$ cat config.mk
export PLATFORM = sky130hd
export DESIGN_NAME = frame_event_gen
export DESIGN_NICKNAME = d
export VERILOG_FILES = /design/src/rtl/fevg_pkg.sv /design/src/rtl/fevg_counter.sv /design/src/rtl/fevg_events.sv /design/src/rtl/fevg_regs.sv /design/src/rtl/frame_event_gen.sv
export SDC_FILE = /design/constraint.sdc
export NUM_CORES = 1
export LEC_CHECK = 0
export BUFFER_PORTS_ARGS = -buffer_cell sky130_fd_sc_hd__buf_2
export CELL_PAD_IN_SITES_DETAIL_PLACEMENT = 2
export CELL_PAD_IN_SITES_GLOBAL_PLACEMENT = 2
export CORE_MARGIN = 4
export CORE_UTILIZATION = 30
export CTS_CLUSTER_DIAMETER = 100
export CTS_CLUSTER_SIZE = 10
export DETAILED_ROUTE_END_ITERATION = 12
export PLACE_DENSITY_LB_ADDON = 0.1
export SYNTH_ARGS = -nofsm -noshare
export SYNTH_HDL_FRONTEND = slang
export SYNTH_SLANG_ARGS = --single-unit
export TNS_END_PERCENT = 1
$ cat constraint.sdc
create_clock -name clk -period 2.3 [get_ports clk]
set_input_delay 0.46 -clock clk [delete_from_list [all_inputs] [get_ports clk]]
set_output_delay 0.46 -clock clk [all_outputs]
set_load 0.05 [all_outputs]
$ cat src/rtl/fevg_pkg.sv
package fevg_pkg;
  localparam int ADDR_W = 3;

  typedef enum logic [ADDR_W-1:0] {
    REG_CTRL     = 3'd0,
    REG_MASK_SET = 3'd1,
    REG_MASK_CLR = 3'd2,
    REG_STAT_CLR = 3'd3,
    REG_WAKE     = 3'd4,
    REG_CONTRAST = 3'd5
  } fevg_addr_e;

  typedef struct packed {
    logic mask_set;
    logic mask_clr;
    logic stat_clr;
    logic wake_arm;
    logic wake_dis;
  } fevg_cmd_t;
endpackage

$ cat src/rtl/fevg_counter.sv
module fevg_counter #(
  parameter int RELOAD_W = 5,
  localparam int CNT_W = RELOAD_W + 3
) (
  input  logic                clk,
  input  logic                rst,
  input  logic                frame_start,
  input  logic [RELOAD_W-1:0] reload,
  input  logic                bypass,
  output logic                wrap
);
  logic [CNT_W-1:0] cnt_q;
  logic [CNT_W-1:0] load_val;

  always_comb begin
    if (bypass) load_val = {3'b000, reload};
    else        load_val = {reload, 3'b000};
  end

  assign wrap = frame_start && (cnt_q == '0);

  always_ff @(posedge clk) begin
    if (rst)              cnt_q <= '0;
    else if (wrap)        cnt_q <= load_val;
    else if (frame_start) cnt_q <= cnt_q - 1'b1;
  end


  cnt_hold_chk: assert property (@(posedge clk) disable iff (rst)
    !frame_start |=> $stable(cnt_q));
endmodule

$ cat src/rtl/fevg_events.sv
module fevg_events
  import fevg_pkg::*;
(
  input  logic      clk,
  input  logic      rst,
  input  logic      wrap,
  input  fevg_cmd_t cmd,
  output logic      mask_q,
  output logic      flag_q,
  output logic      armed_q,
  output logic      irq_o,
  output logic      wake_o
);
  logic mask_nxt, flag_nxt, armed_nxt, wake_nxt;

  always_comb begin
    mask_nxt = mask_q;
    if (cmd.mask_set)      mask_nxt = 1'b1;
    else if (cmd.mask_clr) mask_nxt = 1'b0;

    flag_nxt = flag_q;
    if (wrap)              flag_nxt = 1'b1;
    else if (cmd.stat_clr) flag_nxt = 1'b0;

    armed_nxt = armed_q;
    if (cmd.wake_dis)      armed_nxt = 1'b0;
    else if (cmd.wake_arm) armed_nxt = 1'b1;

    wake_nxt = wake_o | (wrap & armed_q & mask_q);
    if (cmd.wake_dis)      wake_nxt = 1'b0;
  end

  always_ff @(posedge clk) begin
    if (rst) begin
      mask_q  <= 1'b0;
      flag_q  <= 1'b0;
      armed_q <= 1'b0;
      wake_o  <= 1'b0;
      irq_o   <= 1'b0;
    end else begin
      mask_q  <= mask_nxt;
      flag_q  <= flag_nxt;
      armed_q <= armed_nxt;
      wake_o  <= wake_nxt;
      irq_o   <= flag_nxt & mask_nxt;
    end
  end


  set_wins_chk: assert property (@(posedge clk) disable iff (rst)
    wrap |=> flag_q);


  stat_clear_chk: assert property (@(posedge clk) disable iff (rst)
    (cmd.stat_clr && !wrap) |=> !flag_q);


  mask_set_chk: assert property (@(posedge clk) disable iff (rst)
    cmd.mask_set |=> mask_q);


  wake_drop_chk: assert property (@(posedge clk) disable iff (rst)
    cmd.wake_dis |=> !wake_o);


  wake_cause_chk: assert property (@(posedge clk) disable iff (rst)
    $rose(wake_o) |-> $past(wrap));
endmodule

$ cat src/rtl/fevg_regs.sv
module fevg_regs
  import fevg_pkg::*;
#(
  parameter int DATA_W   = 16,
  parameter int RELOAD_W = 5,
  parameter int CON_W    = 6
) (
  input  logic                clk,
  input  logic                rst,
  input  logic                frame_start,
  input  logic                lowpwr_mode,
  input  logic                wr_en,
  input  logic [ADDR_W-1:0]   wr_addr,
  input  logic [DATA_W-1:0]   wr_data,
  input  logic [ADDR_W-1:0]   rd_addr,
  input  logic                mask_q,
  input  logic                flag_q,
  input  logic                armed_q,
  input  logic                wake_q,
  output logic [DATA_W-1:0]   rd_data,
  output logic [RELOAD_W-1:0] reload_q,
  output logic                bypass_q,
  output fevg_cmd_t           cmd,
  output logic [CON_W-1:0]    contrast_o
);
  logic [CON_W-1:0]  shadow_q;
  logic [DATA_W-1:0] rd_nxt;

  always_comb begin
    cmd = '0;
    if (wr_en) begin
      case (wr_addr)
        REG_MASK_SET: cmd.mask_set = wr_data[0];
        REG_MASK_CLR: cmd.mask_clr = wr_data[0];
        REG_STAT_CLR: cmd.stat_clr = wr_data[0];
        REG_WAKE: begin
          cmd.wake_arm = wr_data[0];
          cmd.wake_dis = wr_data[1];
        end
        default: ;
      endcase
    end
  end

  always_ff @(posedge clk) begin
    if (rst) begin
      reload_q   <= '0;
      bypass_q   <= 1'b0;
      shadow_q   <= '0;
      contrast_o <= '0;
    end else begin
      if (wr_en && wr_addr == REG_CTRL) begin
        reload_q <= wr_data[RELOAD_W-1:0];
        bypass_q <= wr_data[DATA_W-1];
      end
      if (wr_en && wr_addr == REG_CONTRAST) shadow_q <= wr_data[CON_W-1:0];
      if (frame_start) contrast_o <= shadow_q;
    end
  end

  always_comb begin
    rd_nxt = '0;
    case (rd_addr)
      REG_CTRL: begin
        rd_nxt[RELOAD_W-1:0] = reload_q;
        rd_nxt[DATA_W-1]     = bypass_q;
      end
      REG_MASK_SET: rd_nxt[0] = mask_q;
      REG_MASK_CLR: rd_nxt[0] = flag_q;
      REG_WAKE:     rd_nxt[2:0] = {lowpwr_mode, wake_q, armed_q};
      REG_CONTRAST: rd_nxt[CON_W-1:0] = shadow_q;
      default: ;
    endcase
  end

  always_ff @(posedge clk) begin
    if (rst) rd_data <= '0;
    else     rd_data <= rd_nxt;
  end


  contrast_hold_chk: assert property (@(posedge clk) disable iff (rst)
    !frame_start |=> $stable(contrast_o));
endmodule

$ cat src/rtl/frame_event_gen.sv
module frame_event_gen
  import fevg_pkg::*;
#(
  parameter int DATA_W   = 16,
  parameter int RELOAD_W = 5,
  parameter int CON_W    = 6
) (
  input  logic              clk,
  input  logic              rst,
  input  logic              frame_start,
  input  logic              lowpwr_mode,
  input  logic              wr_en,
  input  logic [2:0]        wr_addr,
  input  logic [DATA_W-1:0] wr_data,
  input  logic [2:0]        rd_addr,
  output logic [DATA_W-1:0] rd_data,
  output logic              irq_o,
  output logic              wake_o,
  output logic [CON_W-1:0]  contrast_o
);
  logic [RELOAD_W-1:0] reload_q;
  logic                bypass_q;
  logic                wrap;
  logic                mask_q, flag_q, armed_q;
  fevg_cmd_t           cmd;

  fevg_counter #(.RELOAD_W(RELOAD_W)) u_cnt (
    .clk(clk), .rst(rst), .frame_start(frame_start),
    .reload(reload_q), .bypass(bypass_q), .wrap(wrap)
  );

  fevg_regs #(.DATA_W(DATA_W), .RELOAD_W(RELOAD_W), .CON_W(CON_W)) u_regs (
    .clk(clk), .rst(rst), .frame_start(frame_start), .lowpwr_mode(lowpwr_mode),
    .wr_en(wr_en), .wr_addr(wr_addr), .wr_data(wr_data), .rd_addr(rd_addr),
    .mask_q(mask_q), .flag_q(flag_q), .armed_q(armed_q), .wake_q(wake_o),
    .rd_data(rd_data), .reload_q(reload_q), .bypass_q(bypass_q),
    .cmd(cmd), .contrast_o(contrast_o)
  );

  fevg_events u_evt (
    .clk(clk), .rst(rst), .wrap(wrap), .cmd(cmd),
    .mask_q(mask_q), .flag_q(flag_q), .armed_q(armed_q),
    .irq_o(irq_o), .wake_o(wake_o)
  );


  irq_needs_flag_chk: assert property (@(posedge clk) disable iff (rst)
    $rose(irq_o) |-> (flag_q && mask_q));
endmodule

==> results_dict.tcl, run 1 <==
set metrics [dict create \
    max_slew_margin 0.584 \
    antenna_found_initial 0 \
    tns_ns 0 \
    rows 27 \
    cp-end-kind "flop" \
    clk_pin_slew_worst_paths_ns 0.08 \
    grt_first_pass_wirelength_mm 8.25 \
    synth-edff-count 0 \
    cp.required_ns 2.51 \
    ctsResizeCount 0 \
    post-route-period-util 0.851 \
    yosysUniqueCellTypes 42 \
    place_area_um2 1970 \
    pwr_density_cell_nw_per_um2 721 \
    io-pin-count 51 \
    cp_max_fo 9 \
    path_delay_family "simple AND/OR/NAND/NOR gates" \
    grt-ovfl-total 0 \
    avgSynthCellArea_um2 9.35 \
    ant_nets 0 \
    async_flop_share 0 \
    p_leak_nw 0.886 \
    fillers 668 \
    cts_buffers 5 \
    area_growth_pct 15.3 \
    crit_buf_inv 1 \
    io_buffer_count 32 \
    drv_slew 0 \
    drt_iter0_drc 76 \
    num_vias 1455 \
    seq_area_um2 761 \
    drv_cap 0 \
    finClkSkew_ns 0.00322 \
    grt_max_degree 25 \
    ctsLongestPathBuffers 2 \
    fin_area_um2 2060 \
    cpPeakStageDelay_ns 0.42 \
    dr.pass1.iters 4 \
    multi_input_comb_area_um2 916 \
    post-cts-setup-buffer-count 0 \
    startpoint_type "flop" \
    ir_drop_mv 0.297 \
    hold_buffers 0 \
    drive_above_1_share 0.229 \
    path_cells "inv_1, ha_1, nor4bb_4, and2_1, nand3b_1, a211oi_1" \
    synth_seq_area_share 0.426 \
    wl_per_cell_um 16.4 \
    die_height_um 85.2 \
    critPathSlowestCell "and2_1" \
    worstSetupPathType "reg -> reg" \
    drc 0 \
    syn_area_um2 1790 \
    dieWidth_um 85.2 \
    period_minus_slack_ns 1.96 \
    power_mw 1.48 \
    h-tree-depth 2 \
    insertion_delay_ns 0.29 \
    rsz0062_at_grt "false" \
    status "finished, final reports clean" \
    final_nets 251 \
    arrival_ns 2.17 \
    clock_sinks 38 \
    post-dp-hpwl_mm 3.74 \
    syn_inst 191 \
    tritoncts "built" \
    coreArea_um2 5640 \
    fmax_ghz 0.511 \
    gp_congestion 0.732 \
    hold_viol_final 0 \
    vias_per_cell 4.93 \
    clk_root_buffer_cell "clkbuf_8" \
    start_util 0.317 \
    setup_viol 0 \
    n_antenna_cell 0 \
    dieArea_um2 7250 \
    grt_pass1_vias 1551 \
    drt-total-wl_mm 4.85 \
    synth_top_flop_cell "dfxtp_1" \
    tightest_slew_ns 0.621 \
    min_path_type "in -> reg" \
    synth_seq_cells 38 \
    yosysWarningCount 0 \
    groute.usage.overall 0.144 \
]
## path summary, 6_finish.rpt
check	startpoint	endpoint	slack [ns]	cells past startpoint
worst max-delay path	u_cnt.cnt_q[0]	u_cnt.cnt_q[7]	0.34	6
worst min-delay path	wr_data[15]	u_regs.bypass_q	0.42	3
worst max register to register	u_cnt.cnt_q[0]	u_cnt.cnt_q[7]	0.34	6
worst min register to register	u_regs.contrast_o[5]	u_regs.contrast_o[5]	0.50	2
## metal layers
layer,vias up,global-route usage,share of wire
met2,34,0.218,0.45
li1,721,-,-
met4,0,0.0432,0.0064
met5,-,0,0
met3,4,0.0456,0.053
met1,696,0.195,0.49
## cells in the mapped netlist (2+ instances only)
cell	instances	area (µm²)
a211oi_1	3	22.5
o21ai_0	2	10.0
inv_1	5	18.8
clkbuf_1	6	22.5
ha_1	2	25.0
nor2_1	24	90.1
a22oi_1	3	22.5
nand3_1	6	30.0
nand2_1	10	37.5
mux2_2	4	45.0
nand3b_1	3	22.5
mux2i_1	20	200
buf_4	9	67.6
nor2b_1	4	25.0
a31oi_1	6	37.5
and3_1	2	12.5
dfxtp_1	38	761
buf_6	2	22.5
a21oi_1	11	55.1
o31ai_1	2	15.0
nor3_1	8	40.0
## per-stage QoR
stage	util	hold slack, ns	cells	worst slack [ns]
2_1_floorplan	-	0.439	199	0.636
3_3_place_gp	0.349	0.476	287	0.468
3_5_place_dp	0.349	0.487	287	0.322
4_1_cts	0.365	0.404	295	0.295
5_1_grt	0.365	0.433	295	0.132
6_report	0.365	0.416	295	0.343
## cell usage in the layout (no fill, tap or decap), types with 2 or more instances in the layout
master    Yosys  routed
a211oi_1      3       3
a21oi_1      11      11
a22oi_1       3       3
a31oi_1       6       6
and3_1        2       2
buf_2         0      32
buf_4         9       3
clkbuf_8      0       6
conb_1        1       9
dfxtp_1      38      38
ha_1          2       2
inv_1         5       5
mux2_2        4       4
mux2i_1      20      20
nand2_1      10      10
nand3_1       6       6
nand3b_1      3       3
nor2_1       24      24
nor2b_1       4       4
nor3_1        8       8
o21ai_0       2       2
o31ai_1       2       2
## area by class of cell
cell class / instances / area share
Clock buffer: 7 / 0.0419
Tap cell: 72 / 0.0437
Multi-Input combinational cell: 137 / 0.445
Timing Repair Buffer: 35 / 0.0887
Inverter: 5 / 0.00911
Clock inverter: 1 / 0.00243
Sequential cell: 38 / 0.369
## power by group
group	switching, mW	internal, mW	leakage (nW)
combinational	0.171	0.103	0.530
clock	0.243	0.242	0.0482
sequential	0.0384	0.687	0.308
total	0.453	1.03	0.886
## worst reg2reg max path, cell delays in order, from the launching register on
cell      delay [ns]
dfxtp_1         0.36
inv_1           0.12
ha_1            0.21
nor4bb_4        0.33
and2_1          0.43
nand3b_1        0.16
a211oi_1        0.26
## state kept, by name (all words and copies together), names as in the netlist, 5 cells and up
register	count
u_cnt.cnt_q	8
u_regs.rd_data	7
u_regs.contrast_o	6
u_regs.shadow_q	6
u_regs.reload_q	5
## cells by family after synthesis
kind of cell | share of synthesized area
adders and majority gates | 0.0140
DFF | 0.426
muxes | 0.137
buffers and inverters | 0.0784
and+or+nand+nor | 0.225
other | 0.00210
AOI/OAI and AO/OA | 0.117
(Power assumes the default switching activity.)
==> run 2, diff against run 1 <==
--- a/config.mk
+++ b/config.mk
@@ -8,7 +8,6 @@
 export BUFFER_PORTS_ARGS = -buffer_cell sky130_fd_sc_hd__buf_2
 export CELL_PAD_IN_SITES_DETAIL_PLACEMENT = 2
 export CELL_PAD_IN_SITES_GLOBAL_PLACEMENT = 2
-export CORE_MARGIN = 4
 export CORE_UTILIZATION = 30
 export CTS_CLUSTER_DIAMETER = 100
 export CTS_CLUSTER_SIZE = 10
==> run 2 against run 1 <==
Maximum frequency grew 2.8%; worst setup slack gained 0.053 ns; non-clock buffer count is the same; worst hold slack lost 0.0039 ns; combinational power is essentially flat; clock-buffer cell count shrank 2; clock skew grew 0.0030 ns; global-route usage grew 2.1 points; sequential power is essentially flat; sequential cell count is the same; sequential share of layout area shrank 0.81 points; register-to-register slack gained 0.05 ns; largest power group unchanged.
==> results_dict.tcl, run 2 (synthesis results as in run 1) <==
set metrics [dict create \
    cp_max_fo 9 \
    startpoint_type "flop" \
    cp.required_ns 2.51 \
    die_height_um 79.2 \
    grt_first_pass_wirelength_mm 7.81 \
    final_nets 251 \
    cts_buffers 5 \
    wl_per_cell_um 16.4 \
    groute.usage.overall 0.165 \
    top_regs "u_cnt.cnt_q: 8 flops, u_regs.rd_data: 7 flops" \
    cp-end-kind "flop" \
    post-cts-setup-buffer-count 0 \
    cpPeakStageDelay_ns 0.42 \
    max_slew_margin 0.593 \
    dr.pass1.iters 4 \
    ir_drop_mv 0.311 \
    post-route-period-util 0.828 \
    worstSetupPathType "reg -> reg" \
    start_util 0.319 \
    rsz0062_at_grt "false" \
    coreArea_um2 5610 \
    grt_max_degree 27 \
    fin_area_um2 2110 \
    grtUsageMet2 0.267 \
    place_area_um2 1970 \
    final_common_cell "dfxtp_1" \
    path_cells "inv_1, ha_1, nor4bb_4, and2_1, a31oi_1, a211oi_1" \
    min_path_type "in -> reg" \
    drv_cap 0 \
    io_buffer_count 32 \
    vias_per_cell 4.94 \
    drv_slew 0 \
    area_growth_pct 17.9 \
    drt_iter0_drc 40 \
    io-pin-count 51 \
    h-tree-depth 2 \
    tritoncts "built" \
    max_flop_register "u_cnt.cnt_q" \
    largest_reg_flops 8 \
    hold_buffers 0 \
    ctsResizeCount 0 \
    rows 27 \
    final_util 0.376 \
    clock_sinks 38 \
    drive_above_1_share 0.233 \
    critPathSlowestCell "and2_1" \
    grt_pass1_vias 1521 \
    p_leak_nw 0.906 \
    n_antenna_cell 0 \
    drt-total-wl_mm 4.83 \
    setup_viol 0 \
    finClkSkew_ns 0.00620 \
    met1_usage 0.216 \
    antenna_found_initial 0 \
    ctsLongestPathBuffers 2 \
    clk_pin_slew_worst_paths_ns 0.08 \
    tightest_slew_ns 0.608 \
    ant_nets 0 \
    gp_congestion 0.771 \
    dieArea_um2 6270 \
    tns_ns 0 \
    grt_busiest_layer "met2" \
    crit_buf_inv 1 \
    status "finished, final reports clean" \
    pwr_density_cell_nw_per_um2 801 \
    num_vias 1457 \
    fillers 671 \
    use_met3 0.0414 \
    drc 0 \
    path_delay_family "simple AND/OR/NAND/NOR gates" \
    arrival_ns 2.11 \
    fmax_ghz 0.525 \
    insertion_delay_ns 0.30 \
    post-dp-hpwl_mm 3.67 \
    layout_common_cells "dfxtp_1, buf_2, nor2_1" \
    dieWidth_um 79.2 \
    hold_viol_final 0 \
    grt-ovfl-total 0 \
    clk_root_buffer_cell "clkbuf_8" \
    period_minus_slack_ns 1.90 \
]
run 2: cell count changes in the layout (fill, tap and decap cells not counted):
cell	change
bufinv_16	+2
clkbuf_1	-1
clkbuf_8	-1
clkinv_2	-1
clkinv_4	+1
run 2: final timing paths:
check,start,to,slack (ns),cells after the start
min,wr_data[5],u_regs.shadow_q[5],0.41,3
max reg2reg,u_cnt.cnt_q[0],u_cnt.cnt_q[1],0.40,6
min reg2reg,u_regs.contrast_o[3],u_regs.contrast_o[3],0.50,2
max,u_cnt.cnt_q[0],u_cnt.cnt_q[1],0.40,6
run 2: layer usage:
metal / share of wire / up-vias
li1: - / 718
met1: 0.48 / 702
met2: 0.47 / 31
met3: 0.035 / 6
met4: 0.0099 / 0
met5: 0 / -
run 2: where the power goes:
group | leakage (nW) | internal (mW) | switching, mW
Sequential | 0.308 | 0.686 | 0.0388
Combinational | 0.530 | 0.103 | 0.172
Clock | 0.0683 | 0.435 | 0.253
Total | 0.906 | 1.22 | 0.464
run 2: layout make-up:
type / instances / area (µm²) / share of cell area
Sequential cell: 38 / 761 / 0.361
Inverter: 5 / 18.8 / 0.00891
Clock buffer: 5 / 68.8 / 0.0327
Multi-Input combinational cell: 137 / 916 / 0.435
Timing Repair Buffer: 35 / 183 / 0.0867
Clock inverter: 3 / 68.8 / 0.0327
Tap cell: 72 / 90.1 / 0.0428
run 2: per-stage QoR:
stage	setup slack, ns	std cells	hold slack (ns)	total power, mW
after detailed placement	0.394	287	0.488	1.02
final	0.396	295	0.412	1.69
after CTS	0.358	295	0.411	1.71
after floorplan	0.636	199	0.439	0.952
after global placement	0.480	287	0.476	0.999
after global routing	0.158	295	0.432	1.77
run 2: worst register-to-register path: cells and delay by family (launching register included):
kind | cells | cell delay [ns]
buf+inv | 1 | 0.11
flops | 1 | 0.36
fa+ha+maj | 1 | 0.21
compound gates | 2 | 0.41
simple gates | 2 | 0.74
==> run 3, diff against run 2 <==
==> constraint.sdc (replaced) <==
create_clock -name clk -period 2 [get_ports clk]
set_input_delay 0.4 -clock clk [delete_from_list [all_inputs] [get_ports clk]]
set_output_delay 0.4 -clock clk [all_outputs]
set_load 0.05 [all_outputs]
==> run 3 against run 2 <==
Sequential share of layout area rose by 0.13 points; wire length up 3.8%; clock power is 6.1% lower; final area decreased by 0.36%; highest routed layer unchanged.
==> results_dict.tcl, run 3 (synthesis results as in run 1) <==
set metrics [dict create \
    post-dp-hpwl_mm 3.83 \
    fmax_ghz 0.553 \
    p_leak_nw 0.907 \
    grt-ovfl-total 0 \
    dieWidth_um 79.2 \
    hold_viol_final 0 \
    min_path_type "in -> reg" \
    crit_buf_inv 1 \
    h-tree-depth 2 \
    hold_end "u_regs.shadow_q[5]" \
    fillers 655 \
    post-route-period-util 0.904 \
    drt-total-wl_mm 5.02 \
    io-pin-count 51 \
    area_growth_pct 17.4 \
    insertion_delay_ns 0.29 \
    pwr_density_cell_nw_per_um2 864 \
    gp_congestion 0.753 \
    vias_per_cell 4.99 \
    tightest_slew_ns 0.624 \
    final_common_cell "dfxtp_1" \
    layout_common_cells "dfxtp_1, buf_2, nor2_1" \
    ant_nets 0 \
    hold_path_depth 3 \
    timing.hold.ws_ns 0.344 \
    io_buffer_count 32 \
    r2r_cells 6 \
    power_mw 1.81 \
    startpoint_type "flop" \
    num_vias 1483 \
    antenna_found_initial 0 \
    clock_sinks 38 \
    reg2reg_from "u_cnt.cnt_q[0]" \
    rows 27 \
    r2r_slack_ns 0.19 \
    max_flop_register "u_cnt.cnt_q" \
    ctsLongestPathBuffers 2 \
    dieArea_um2 6270 \
    tns_ns 0 \
    status "finished, final reports clean" \
    n_antenna_cell 0 \
    period_minus_slack_ns 1.81 \
    seq_area_um2 761 \
    groute.usage.overall 0.170 \
    cpPeakStageDelay_ns 0.42 \
    path_cells "inv_1, ha_1, nor4bb_4, and2_2, or3_1, a31oi_1" \
    wl_per_cell_um 16.9 \
    grt_pass1_vias 1603 \
    arrival_ns 2.03 \
    worst_r2r_endpoint "u_cnt.cnt_q[2]" \
    grt_first_pass_wirelength_mm 8.11 \
    finClkSkew_ns 0.0110 \
    worstSetupPathType "reg -> reg" \
    drv_slew 0 \
    drc 0 \
    top_regs "u_cnt.cnt_q: 8 flops, u_regs.rd_data: 7 flops" \
    ctsResizeCount 0 \
    clk_pin_slew_worst_paths_ns 0.08 \
    post-cts-setup-buffer-count 0 \
    drv_cap 0 \
    place_area_um2 1980 \
    die_height_um 79.2 \
    cp_max_fo 9 \
    cts_buffers 5 \
    largest_reg_flops 8 \
    hold_path.startpoint "wr_data[5]" \
    dr.pass1.iters 4 \
    rsz0062_at_grt "false" \
    start_util 0.319 \
    final_nets 253 \
    multi_input_comb_area_um2 922 \
    fin_area_um2 2100 \
    path_delay_family "simple AND/OR/NAND/NOR gates" \
    critPathSlowestCell "dfxtp_1" \
    cp.required_ns 2.22 \
    hold_buffers 0 \
    setup_viol 0 \
    coreArea_um2 5610 \
    drive_above_1_share 0.249 \
    clk_root_buffer_cell "clkbuf_8" \
    tritoncts "built" \
    ir_drop_mv 0.266 \
    max_slew_margin 0.582 \
    cp-end-kind "flop" \
    drt_iter0_drc 34 \
    grt_max_degree 20 \
]
## run 3: cell count changes in the layout (fill, tap and decap cells not counted), sizes merged
cell / delta
buf: +2
bufinv: -1
clkinv: +1
## run 3: per-layer routing
layer	routed length, µm	vias to the layer above	part of all wire	global-route usage
met1	2420	719	0.48	0.217
met5	0	-	0	0
li1	-	724	-	-
met3	166	7	0.033	0.0276
met2	2380	33	0.47	0.290
met4	55	0	0.011	0.0564
## run 3: worst max-delay path by stage
| stage | startpoint | to | slack, ns | cells past startpoint |
|---|---|---|---|---|
| 3_5_place_dp | u_cnt.cnt_q[0] | u_cnt.cnt_q[1] | 0.10 | 6 |
| 3_3_place_gp | u_cnt.cnt_q[0] | u_cnt.cnt_q[7] | 0.18 | 6 |
| 6_report | u_cnt.cnt_q[0] | u_cnt.cnt_q[2] | 0.19 | 6 |
| 5_1_grt | u_cnt.cnt_q[0] | u_cnt.cnt_q[7] | 0.06 | 6 |
| 4_1_cts | u_cnt.cnt_q[0] | u_cnt.cnt_q[1] | 0.07 | 6 |
| 2_1_floorplan | u_cnt.cnt_q[0] | u_cnt.cnt_q[2] | 0.34 | 7 |
## run 3: area by class of cell
class,instances,share of cell area
repair buffers,37,0.0942
clock inverters,3,0.0191
multi-input cells,137,0.439
flip-flops and latches,38,0.363
clock buffers,5,0.0328
well taps,72,0.0429
inverters,5,0.00894
## run 3: worst reg2reg max path, cell delays in order (launching register included)
cell      delay (ns)
dfxtp_1         0.42
inv_1           0.10
ha_1            0.24
nor4bb_4        0.18
and2_2          0.28
or3_1           0.37
a31oi_1         0.15
## run 3: power breakdown
part	total (mW)	switching (mW)	internal, mW
combinational	0.334	0.203	0.131
clock	0.645	0.277	0.367
sequential	0.835	0.0456	0.790
## run 3: metrics by stage
stage	setup WS, ns	cells	util
finish	0.192	297	0.374
global route	0.0606	297	0.374
CTS	0.0747	297	0.373
detailed placement	0.101	289	0.354
global placement	0.185	289	0.354
floorplan	0.336	199	-
